`config.mk`:
```
export PLATFORM = sky130hd
export DESIGN_NAME = disp_line_irq
export DESIGN_NICKNAME = d
export VERILOG_FILES = /design/src/rtl/disp_irq_pkg.sv /design/src/rtl/disp_line_match.sv /design/src/rtl/disp_sync_loss.sv /design/src/rtl/disp_irq_flag.sv /design/src/rtl/disp_line_irq.sv
export SDC_FILE = /design/constraint.sdc
export NUM_CORES = 1
export LEC_CHECK = 0
export ABC_AREA = 1
export BUFFER_PORTS_ARGS = -buffer_cell sky130_fd_sc_hd__buf_2
export CORE_MARGIN = 4
export CORE_UTILIZATION = 26
export CTS_BUF_LIST = sky130_fd_sc_hd__clkbuf_8 sky130_fd_sc_hd__clkbuf_16
export CTS_CLUSTER_SIZE = 14
export DETAILED_ROUTE_END_ITERATION = 16
export PLACE_DENSITY = 0.76
export REMOVE_ABC_BUFFERS = 1
export SLEW_MARGIN = 20
export SYNTH_ARGS = -nofsm -noshare
export SYNTH_HDL_FRONTEND = slang
export SYNTH_SLANG_ARGS = --single-unit
```
`constraint.sdc`:
```
create_clock -name clk_i -period 0.9 [get_ports clk_i]
set_clock_uncertainty 0.1 [all_clocks]
set_input_delay 0.18 -clock clk_i [delete_from_list [all_inputs] [get_ports clk_i]]
set_output_delay 0.18 -clock clk_i [all_outputs]
set_load 0.005 [all_outputs]
```
`src/rtl/disp_irq_pkg.sv`:
```
package disp_irq_pkg;
  localparam int unsigned REG_W      = 32;
  localparam int unsigned N_SRC      = 2;
  localparam int unsigned MASK_LSB   = 0;
  localparam int unsigned STAT_LSB   = 16;
  localparam logic [REG_W-1:0] RST_VAL = 32'h0000_0003;

  typedef enum logic [0:0] {
    SRC_LINE = 1'b0,
    SRC_SYNC = 1'b1
  } irq_src_e;
endpackage

```
`src/rtl/disp_line_match.sv`:
```
module disp_line_match #(
  parameter int unsigned LINE_W = 11
) (
  input  logic              clk_i,
  input  logic              rst_ni,
  input  logic [LINE_W-1:0] line_i,
  input  logic [LINE_W-1:0] cmp_i,
  output logic              evt_o
);
  logic match, match_q;

  assign match = (line_i == cmp_i);
  assign evt_o = match & ~match_q;

  always_ff @(posedge clk_i or negedge rst_ni) begin
    if (!rst_ni) match_q <= 1'b0;
    else         match_q <= match;
  end

  // one event per equality interval
  a_r3_single_event: assert property (@(posedge clk_i) disable iff (!rst_ni)
    evt_o |=> !evt_o);
endmodule

```
`src/rtl/disp_sync_loss.sv`:
```
module disp_sync_loss (
  input  logic eof_i,
  input  logic lock_en_i,
  input  logic tmo_en_i,
  input  logic video_ok_i,
  output logic evt_o
);
  assign evt_o = eof_i & lock_en_i & tmo_en_i & ~video_ok_i;
endmodule

```
`src/rtl/disp_irq_flag.sv`:
```
module disp_irq_flag (
  input  logic clk_i,
  input  logic rst_ni,
  input  logic set_i,
  input  logic clr_i,
  output logic q_o
);
  always_ff @(posedge clk_i or negedge rst_ni) begin
    if (!rst_ni)     q_o <= 1'b0;
    else if (set_i)  q_o <= 1'b1;   // set beats clear
    else if (clr_i)  q_o <= 1'b0;
  end

  a_r8_set_wins: assert property (@(posedge clk_i) disable iff (!rst_ni)
    set_i |=> q_o);
  a_r5_clear: assert property (@(posedge clk_i) disable iff (!rst_ni)
    (clr_i && !set_i) |=> !q_o);
  a_r5_sticky: assert property (@(posedge clk_i) disable iff (!rst_ni)
    (q_o && !clr_i) |=> q_o);
endmodule

```
`src/rtl/disp_line_irq.sv`:
```
module disp_line_irq
  import disp_irq_pkg::*;
#(
  parameter int unsigned LINE_W = 11
) (
  input  logic              clk_i,
  input  logic              rst_ni,
  input  logic [LINE_W-1:0] line_cnt_i,
  input  logic [LINE_W-1:0] cmp_line_i,
  input  logic              eof_i,
  input  logic              lock_en_i,
  input  logic              lock_tmo_en_i,
  input  logic              video_ok_i,
  input  logic              reg_we_i,
  input  logic [31:0]       reg_wdata_i,
  output logic [31:0]       reg_rdata_o,
  output logic              irq_o
);
  logic [N_SRC-1:0] mask_q, stat_q, set_vec, clr_vec;
  logic line_evt, sync_evt;

  disp_line_match #(.LINE_W(LINE_W)) u_match (
    .clk_i  (clk_i),
    .rst_ni (rst_ni),
    .line_i (line_cnt_i),
    .cmp_i  (cmp_line_i),
    .evt_o  (line_evt)
  );

  disp_sync_loss u_sync (
    .eof_i      (eof_i),
    .lock_en_i  (lock_en_i),
    .tmo_en_i   (lock_tmo_en_i),
    .video_ok_i (video_ok_i),
    .evt_o      (sync_evt)
  );

  assign set_vec[SRC_LINE] = line_evt;
  assign set_vec[SRC_SYNC] = sync_evt;
  assign clr_vec = {N_SRC{reg_we_i}} & reg_wdata_i[STAT_LSB +: N_SRC];

  for (genvar i = 0; i < N_SRC; i++) begin : g_flag
    disp_irq_flag u_flag (
      .clk_i  (clk_i),
      .rst_ni (rst_ni),
      .set_i  (set_vec[i]),
      .clr_i  (clr_vec[i]),
      .q_o    (stat_q[i])
    );
  end

  always_ff @(posedge clk_i or negedge rst_ni) begin
    if (!rst_ni)       mask_q <= RST_VAL[MASK_LSB +: N_SRC];
    else if (reg_we_i) mask_q <= reg_wdata_i[MASK_LSB +: N_SRC];
  end

  always_comb begin
    reg_rdata_o = '0;
    reg_rdata_o[MASK_LSB +: N_SRC] = mask_q;
    reg_rdata_o[STAT_LSB +: N_SRC] = stat_q;
  end

  assign irq_o = |(stat_q & ~mask_q);

  a_r6_sync_sets: assert property (@(posedge clk_i) disable iff (!rst_ni)
    (eof_i && lock_en_i && lock_tmo_en_i && !video_ok_i) |=> reg_rdata_o[17]);
  a_r4_line_sets: assert property (@(posedge clk_i) disable iff (!rst_ni)
    (line_cnt_i == cmp_line_i && !$past(line_cnt_i == cmp_line_i)) |=> reg_rdata_o[16]);
  a_r9_mask_load: assert property (@(posedge clk_i) disable iff (!rst_ni)
    reg_we_i |=> reg_rdata_o[1:0] == $past(reg_wdata_i[1:0]));
  a_r7_irq_quiet: assert property (@(posedge clk_i) disable iff (!rst_ni)
    (reg_rdata_o[1:0] == 2'b11) |-> !irq_o);
endmodule

```
# Yosys cells after proc, flatten, opt, wreduce, memory -nomap -nowiden
# Cells that the tools add are included.
# Widths: inputs -> output; s select.
dict set report op_classes {
  eq_ne 1
  n_reduce_logical 3
  mux 4
  bitwise 9
}
# operator count
set ops {}
lappend ops {{$eq 11x11->1} 1}
lappend ops {{$and 1x1->1} 4}
lappend ops {{$and 2x2->2} 2}
lappend ops {{$mux 1} 4}
lappend ops {{$reduce_bool 2->1} 2}
lappend ops {{$not 1->1} 2}
lappend ops {{$not 2->2} 1}
lappend ops {{$reduce_or 2->1} 1}
dict set report word_totals {
  word_cells 21
  input_bits 61
  register_bits 5
}

# Longest topological paths before layout
# Gate-level depths: netlist of the first run.
dict set report logic_depth {
  ltp_word 4
  mapped_depth 8
  ltp_nobuf 8
}

# Cells and area by module
# From an unflattened synthesis of the first run, not the netlist that was laid out.
dict set report hier_totals {
  hier_cells 100
  hier_area_um2 638.1
}
# module area_each_um2 cells_per_inst seq_area_each_um2 instances
set by_module_without_submodules {}
lappend by_module_without_submodules {disp_line_irq 326.6 47 52.6 1}
lappend by_module_without_submodules {disp_line_match 214.0 39 25.0 1}
lappend by_module_without_submodules {disp_irq_flag 40.0 5 25.0 2}
lappend by_module_without_submodules {disp_sync_loss 17.5 4 0.0 1}

# Worst setup path before layout of the first run
# Ideal clock, no wire load.
dict set report synth_path {
  path_kind {register to output}
  startpoint {reg mask_q[0]}
  endpoint {out irq_o}
  setup_slack_ns -0.034
  arrival_time_ns 0.654
  path_stages_with_launch 4
  n_path_buf 0
  path_cell_list {dfstp_2 > inv_1 > nand2_1 > nand2_1}
}
dict set report synth_via {
  elab_chain_len 3
}
# element line_no
set synth_lines {}
lappend synth_lines {{from (decl)} disp_line_irq.sv:19} ;# logic [N_SRC-1:0] mask_q, stat_q, set_vec, clr_vec;
lappend synth_lines {{from (signal assigned)} disp_line_irq.sv:53} ;# if (!rst_ni) mask_q <= RST_VAL[MASK_LSB +: N_SRC];
lappend synth_lines {{from (signal assigned)} disp_line_irq.sv:54} ;# else if (reg_we_i) mask_q <= reg_wdata_i[MASK_LSB +: N_SRC];
lappend synth_lines {{$not 2->2} disp_line_irq.sv:63} ;# assign irq_o = |(stat_q & ~mask_q);
lappend synth_lines {{$and 2x2->2} disp_line_irq.sv:63}
lappend synth_lines {{$reduce_or 2->1} disp_line_irq.sv:63}
lappend synth_lines {{to (decl)} disp_line_irq.sv:17} ;# output logic irq_o
# No other way between the ends.

# Worst setup path in the final report of the first run
dict set report layout_path {
  startpoint {reg mask_q[1]}
  endpoint {out irq_o}
}
# Same word-level chain as after synthesis.

==> results.toml, run 1 <==
[grt]
antenna_found_initial = 0
grt_pass1_wl_um = 1570
grt-ovfl-total = 0
grt_max_degree = 7
grt_pass1_vias = 446
gr-usage-all-layers_pct = 6.04

[timing]
setup_violations = 5
hold_violations = 0
timing.fmax_ghz = 0.794
drv_slew = 0
period_needed_ps = 1260
finalCritPeriodShare_pct = 140
whs_ps = 49.7
rsz0062_at_grt = "true"
worst_slack_ps = -359

[die]
start_util_pct = 27.6
die-area_um2 = 3240
die_h_um = 57.0
core_um2 = 2250
dieWidth_um = 57.0
io_pins = 94
rows = 17

[clock_network]
htreeDepth = 1
cts_setup_buffers = 0
cts_tree = "yes"
clock_path_buffers = 2
cts_buffers = 3
cts.clk_slew.worst_paths_ps = 30
clk_latency_ps = 210
root_buffer = "clkbuf_8"
clock-sinks = 5

[power]
leakage_nw = 0.509
ir_drop_uv = 791
power_density_nw_per_um2 = 1100

[status]
status = "finished with violations"
violations = "negative setup slack"

[routing]
drc = 0
drtAntennaViolNets = 0
drt-pass1-iter-count = 2
drt-initial-drc-count = 24
viasPerCell = 3.31
routedWlPerCell_um = 6.69
vias = 543
wl_um = 1100

[critical_path]
cpPeakStageDelay_ps = 520
end_kind = "output pin"
critPathRequiredTime_ps = 620
cp.arrival_ps = 980
cp_cell_sequence = "inv_2 -> nand2_1 -> nand2_1 -> buf_2"
critPathKind = "register to output pin"
cp_slowest_cell = "dfstp_2"
cp_max_fo = 2
worstSetupStartpointType = "register"
cpMostUsedCell = "nand2_1"

[placement]
hpwlAfterDp_um = 1030
port_buffers = 37
place_congestion = 0.687
dpl-instance-area_um2 = 719

[cells_and_area]
final_common_cell = "buf_2"
drive_above_1_share_pct = 33.1
final_cell_mix = "buf_2 (37), nand2_1 (29), conb_1 (28)"
nets = 198
diodes = 0
area_growth_pct = 24.3
final_area_um2 = 774
final_util_pct = 34.4

[synth]
yosys_warnings = 0
ys_ff_latch = 5
syn-mean-instance-area_um2 = 6.42
synth_area_um2 = 623
synthCells = 97
synth_seq_area_share_pct = 20.5
ys_types = 12

[flow_run]
max_cap_violations = 0

[hold_path]
holdCritPathClass = "input pin to register"
final timing paths:
check,startpoint,end,slack [ps],depth (start not counted)
min reg2reg,mask_q[1]$_DFFE_PN1P_,mask_q[1]$_DFFE_PN1P_,370,2
min,video_ok_i,g_flag[1].u_flag.q_o$_DFFE_PN0P_,50,2
max in group asynchronous,rst_ni,mask_q[0]$_DFFE_PN1P_,280,2
max,mask_q[1]$_DFFE_PN1P_,irq_o,-360,4
max reg2reg,mask_q[0]$_DFFE_PN1P_,mask_q[0]$_DFFE_PN1P_,20,2
min in group asynchronous,rst_ni,g_flag[0].u_flag.q_o$_DFFE_PN0P_,210,2
final cells by class:
type                    instances  area, µm²
inverters                      14       52.6
clock inverters                 1       3.75
multi-input cells              75        319
repair buffers                 38        195
flip-flops and latches          5        128
clock buffers                   3       41.3
fillers                       271       1480
well taps                      28       35.0
critical path: cells and delay by family, from the launching register on:
kind                   cells  cell delay, ps
flip-flops                 1             520
buffers and inverters      2             150
AND/OR/NAND/NOR            2             100
repair_timing:
item                       CTS  global route
pin swaps                    0             1
hold buffers                 1             0
gates resized for setup      2             0
setup endpoints to repair    6             7
hold endpoints to repair     5             0
cells by family after synthesis:
group                     after synthesis  share of synthesized area, %
xor gates and xnor gates                5                          7.03
buffers and inverters                  44                          44.6
AOI/OAI and AO/OA                       3                          2.41
DFF                                     5                          20.5
other                                   1                         0.602
and+or+nand+nor                        39                          24.9
flip-flops by register name, summed over array words and instances (netlist names):
register,count
u_match.match_q,1
g_flag.u_flag.q_o,2
mask_q,2
synth_stat cells (all sizes together):
cell   instances  share of area, %
buf           30                36
nand2         29                17
nand3          3               2.4
nor2           6               4.0
inv           14               8.4
xnor2          5               7.0
dfrtp          3                12
and2           1               1.0
conb           1              0.60
dfstp          2               8.4
o21ai          3               2.4
where the power goes:
group | internal, mW | leakage [nW] | switching [mW] | total (mW)
combinational | 0.104 | 0.420 | 0.111 | 0.215
sequential | 0.245 | 0.0620 | 0.00775 | 0.253
clock | 0.291 | 0.0269 | 0.0962 | 0.387
total | 0.641 | 0.509 | 0.214 | 0.855
per-stage QoR:
step / std cells / total power, mW / worst slack [ps] / TNS [ps]
2_1_floorplan: 94 / 0.358 / -35.0 / -35.0
3_3_place_gp: 159 / 0.462 / -134 / -312
3_5_place_dp: 159 / 0.465 / -138 / -299
4_1_cts: 164 / 0.869 / -368 / -1060
5_1_grt: 164 / 0.922 / -404 / -1250
6_report: 164 / 0.855 / -359 / -1010
metal layers:
| metal | wire, µm | GRT usage (%) |
|---|---|---|
| met1 | 399 | 6.43 |
| met2 | 545 | 11.1 |
| met3 | 152 | 0 |
| met4 | 0 | 4.97 |
| met5 | 0 | 0 |
Note: power is estimated with default switching activity, not from simulation.
==> inputs of run 2 (changes only) <==
--- a/config.mk
+++ b/config.mk
@@ -12,7 +12,7 @@
 export CTS_BUF_LIST = sky130_fd_sc_hd__clkbuf_8 sky130_fd_sc_hd__clkbuf_16
 export CTS_CLUSTER_SIZE = 14
 export DETAILED_ROUTE_END_ITERATION = 16
-export PLACE_DENSITY = 0.76
+export PLACE_DENSITY = 0.85
 export REMOVE_ABC_BUFFERS = 1
 export SLEW_MARGIN = 20
 export SYNTH_ARGS = -nofsm -noshare
==> results.toml, run 2 (synthesized netlist as in run 1, its figures left out) <==
[status]
status = "finished with violations"
violations = "negative setup slack"

[die]
dieWidth_um = 57.0
die_h_um = 57.0
rows = 17
core_um2 = 2250
die-area_um2 = 3240
start_util_pct = 27.6
io_pins = 94

[critical_path]
end_kind = "output pin"
cp.arrival_ps = 990
r2r_end = "mask_q[1]$_DFFE_PN1P_"
reg2reg_depth = 3
r2r_slack_ps = -40
critPathKind = "register to output pin"
r2r-start = "mask_q[1]$_DFFE_PN1P_"
worstSetupStartpointType = "register"
cp_max_fo = 2
critPathRequiredTime_ps = 620

[timing]
timing.fmax_ghz = 0.788
drv_slew = 0
whs_ps = 46.4
finalCritPeriodShare_pct = 141
rsz0062_at_grt = "true"
setup_violations = 6
hold_violations = 0
worst_slack_ps = -369
period_needed_ps = 1270

[hold_path]
worstHoldEndpoint = "g_flag[1].u_flag.q_o$_DFFE_PN0P_"
holdCritPathClass = "input pin to register"
hp-start = "video_ok_i"
hold_path_depth = 2

[routing]
drt-initial-drc-count = 18
wl_um = 1250
viasPerCell = 3.39
drt-pass1-iter-count = 4
vias = 563
drtAntennaViolNets = 0
routedWlPerCell_um = 7.52
drc = 0

[cells_and_area]
top_regs = "g_flag.u_flag.q_o: 2 flops, mask_q: 2 flops, u_match.match_q: 1 flops"
final_cell_mix = "buf_2 (37), nand2_1 (28), conb_1 (28)"
final_common_cell = "buf_2"
area_growth_pct = 27.7
diodes = 0
nets = 200
drive_above_1_share_pct = 35.5
final_area_um2 = 796
fillCellCount = 253

[clock_network]
clk_latency_ps = 220
clock-sinks = 5
root_buffer = "clkbuf_8"
htreeDepth = 1
cts_tree = "yes"
clock_path_buffers = 2
cts.clk_slew.worst_paths_ps = 30
cts_buffers = 3

[power]
ir_drop_uv = 459
combPwrFrac_pct = 26.0
sw_frac_of_total_pct = 26.4
leakage_nw = 0.521
sequentialPowerShare_pct = 28.9
pwr-share-clk_pct = 45.1
power_density_nw_per_um2 = 1110
p_sw_mw = 0.232
p_int_mw = 0.649

[grt]
gr-usage-all-layers_pct = 7.43
grt_max_degree = 7
grt-ovfl-total = 0
grt_pass1_wl_um = 1810
antenna_found_initial = 0
grt_pass1_vias = 441

[placement]
port_buffers = 37
hpwlAfterDp_um = 1120
dpl-instance-area_um2 = 719
place_congestion = 0.624

[flow_run]
max_cap_violations = 0
[run 2: repair_timing]
action | in CTS | in global routing
hold buffers | 1 | 0
gates resized for setup | 2 | 4
pin swaps | 0 | 1
endpoints found under the hold margin | 5 | 0
buffers inserted | 1 | 1
setup endpoints to repair | 6 | 7
[run 2: metal layers]
layer | global-route usage, % | part of all wire (%)
met1 | 8.06 | 32
met2 | 11.9 | 54
met3 | 1.58 | 11
met4 | 6.95 | 3.0
met5 | 0 | 0
[run 2: stage by stage]
| step | setup WS, ps | setup TNS (ps) | util [%] | std cells | total power, mW |
|---|---|---|---|---|---|
| finish | -369 | -1120 | 35.3 | 166 | 0.881 |
| global route | -417 | -1340 | 35.3 | 166 | 0.949 |
| CTS | -373 | -1110 | 34.7 | 165 | 0.882 |
| detailed placement | -143 | -287 | 31.9 | 159 | 0.467 |
| global placement | -144 | -304 | 31.9 | 159 | 0.462 |
| floorplan | -35.0 | -35.0 | - | 94 | 0.358 |
[run 2: worst max-delay path, cell delays in order, from the launching register on]
cell	delay, ps
dfstp_2	520
inv_2	30
nand2_1	50
nand2_1	50
buf_2	120
[run 2: power by group through the flow]
stage	clock (mW)	sequential (mW)	combinational, mW
finish	0.398	0.254	0.229
global route	0.427	0.257	0.265
CTS	0.410	0.255	0.218
detailed placement	0	0.255	0.212
global placement	0	0.254	0.208
floorplan	0	0.256	0.102
[run 2: cell type report]
cell class | count | area [µm²] | area share, %
multi-input combinational | 75 | 325 | 40.9
tap | 28 | 35.0 | 4.40
clock buffer | 3 | 41.3 | 5.19
timing repair buffer | 40 | 210 | 26.4
clock inverter | 1 | 3.75 | 0.472
inverter | 14 | 52.6 | 6.60
sequential | 5 | 128 | 16.0
[run 2: how the worst max path moves through the flow]
stage | startpoint | endpoint | cells past startpoint
floorplan | mask_q[0]$_DFFE_PN1P_ | irq_o | 3
global placement | mask_q[1]$_DFFE_PN1P_ | irq_o | 4
detailed placement | mask_q[0]$_DFFE_PN1P_ | irq_o | 4
CTS | mask_q[0]$_DFFE_PN1P_ | irq_o | 4
global route | mask_q[1]$_DFFE_PN1P_ | irq_o | 4
finish | mask_q[1]$_DFFE_PN1P_ | irq_o | 4
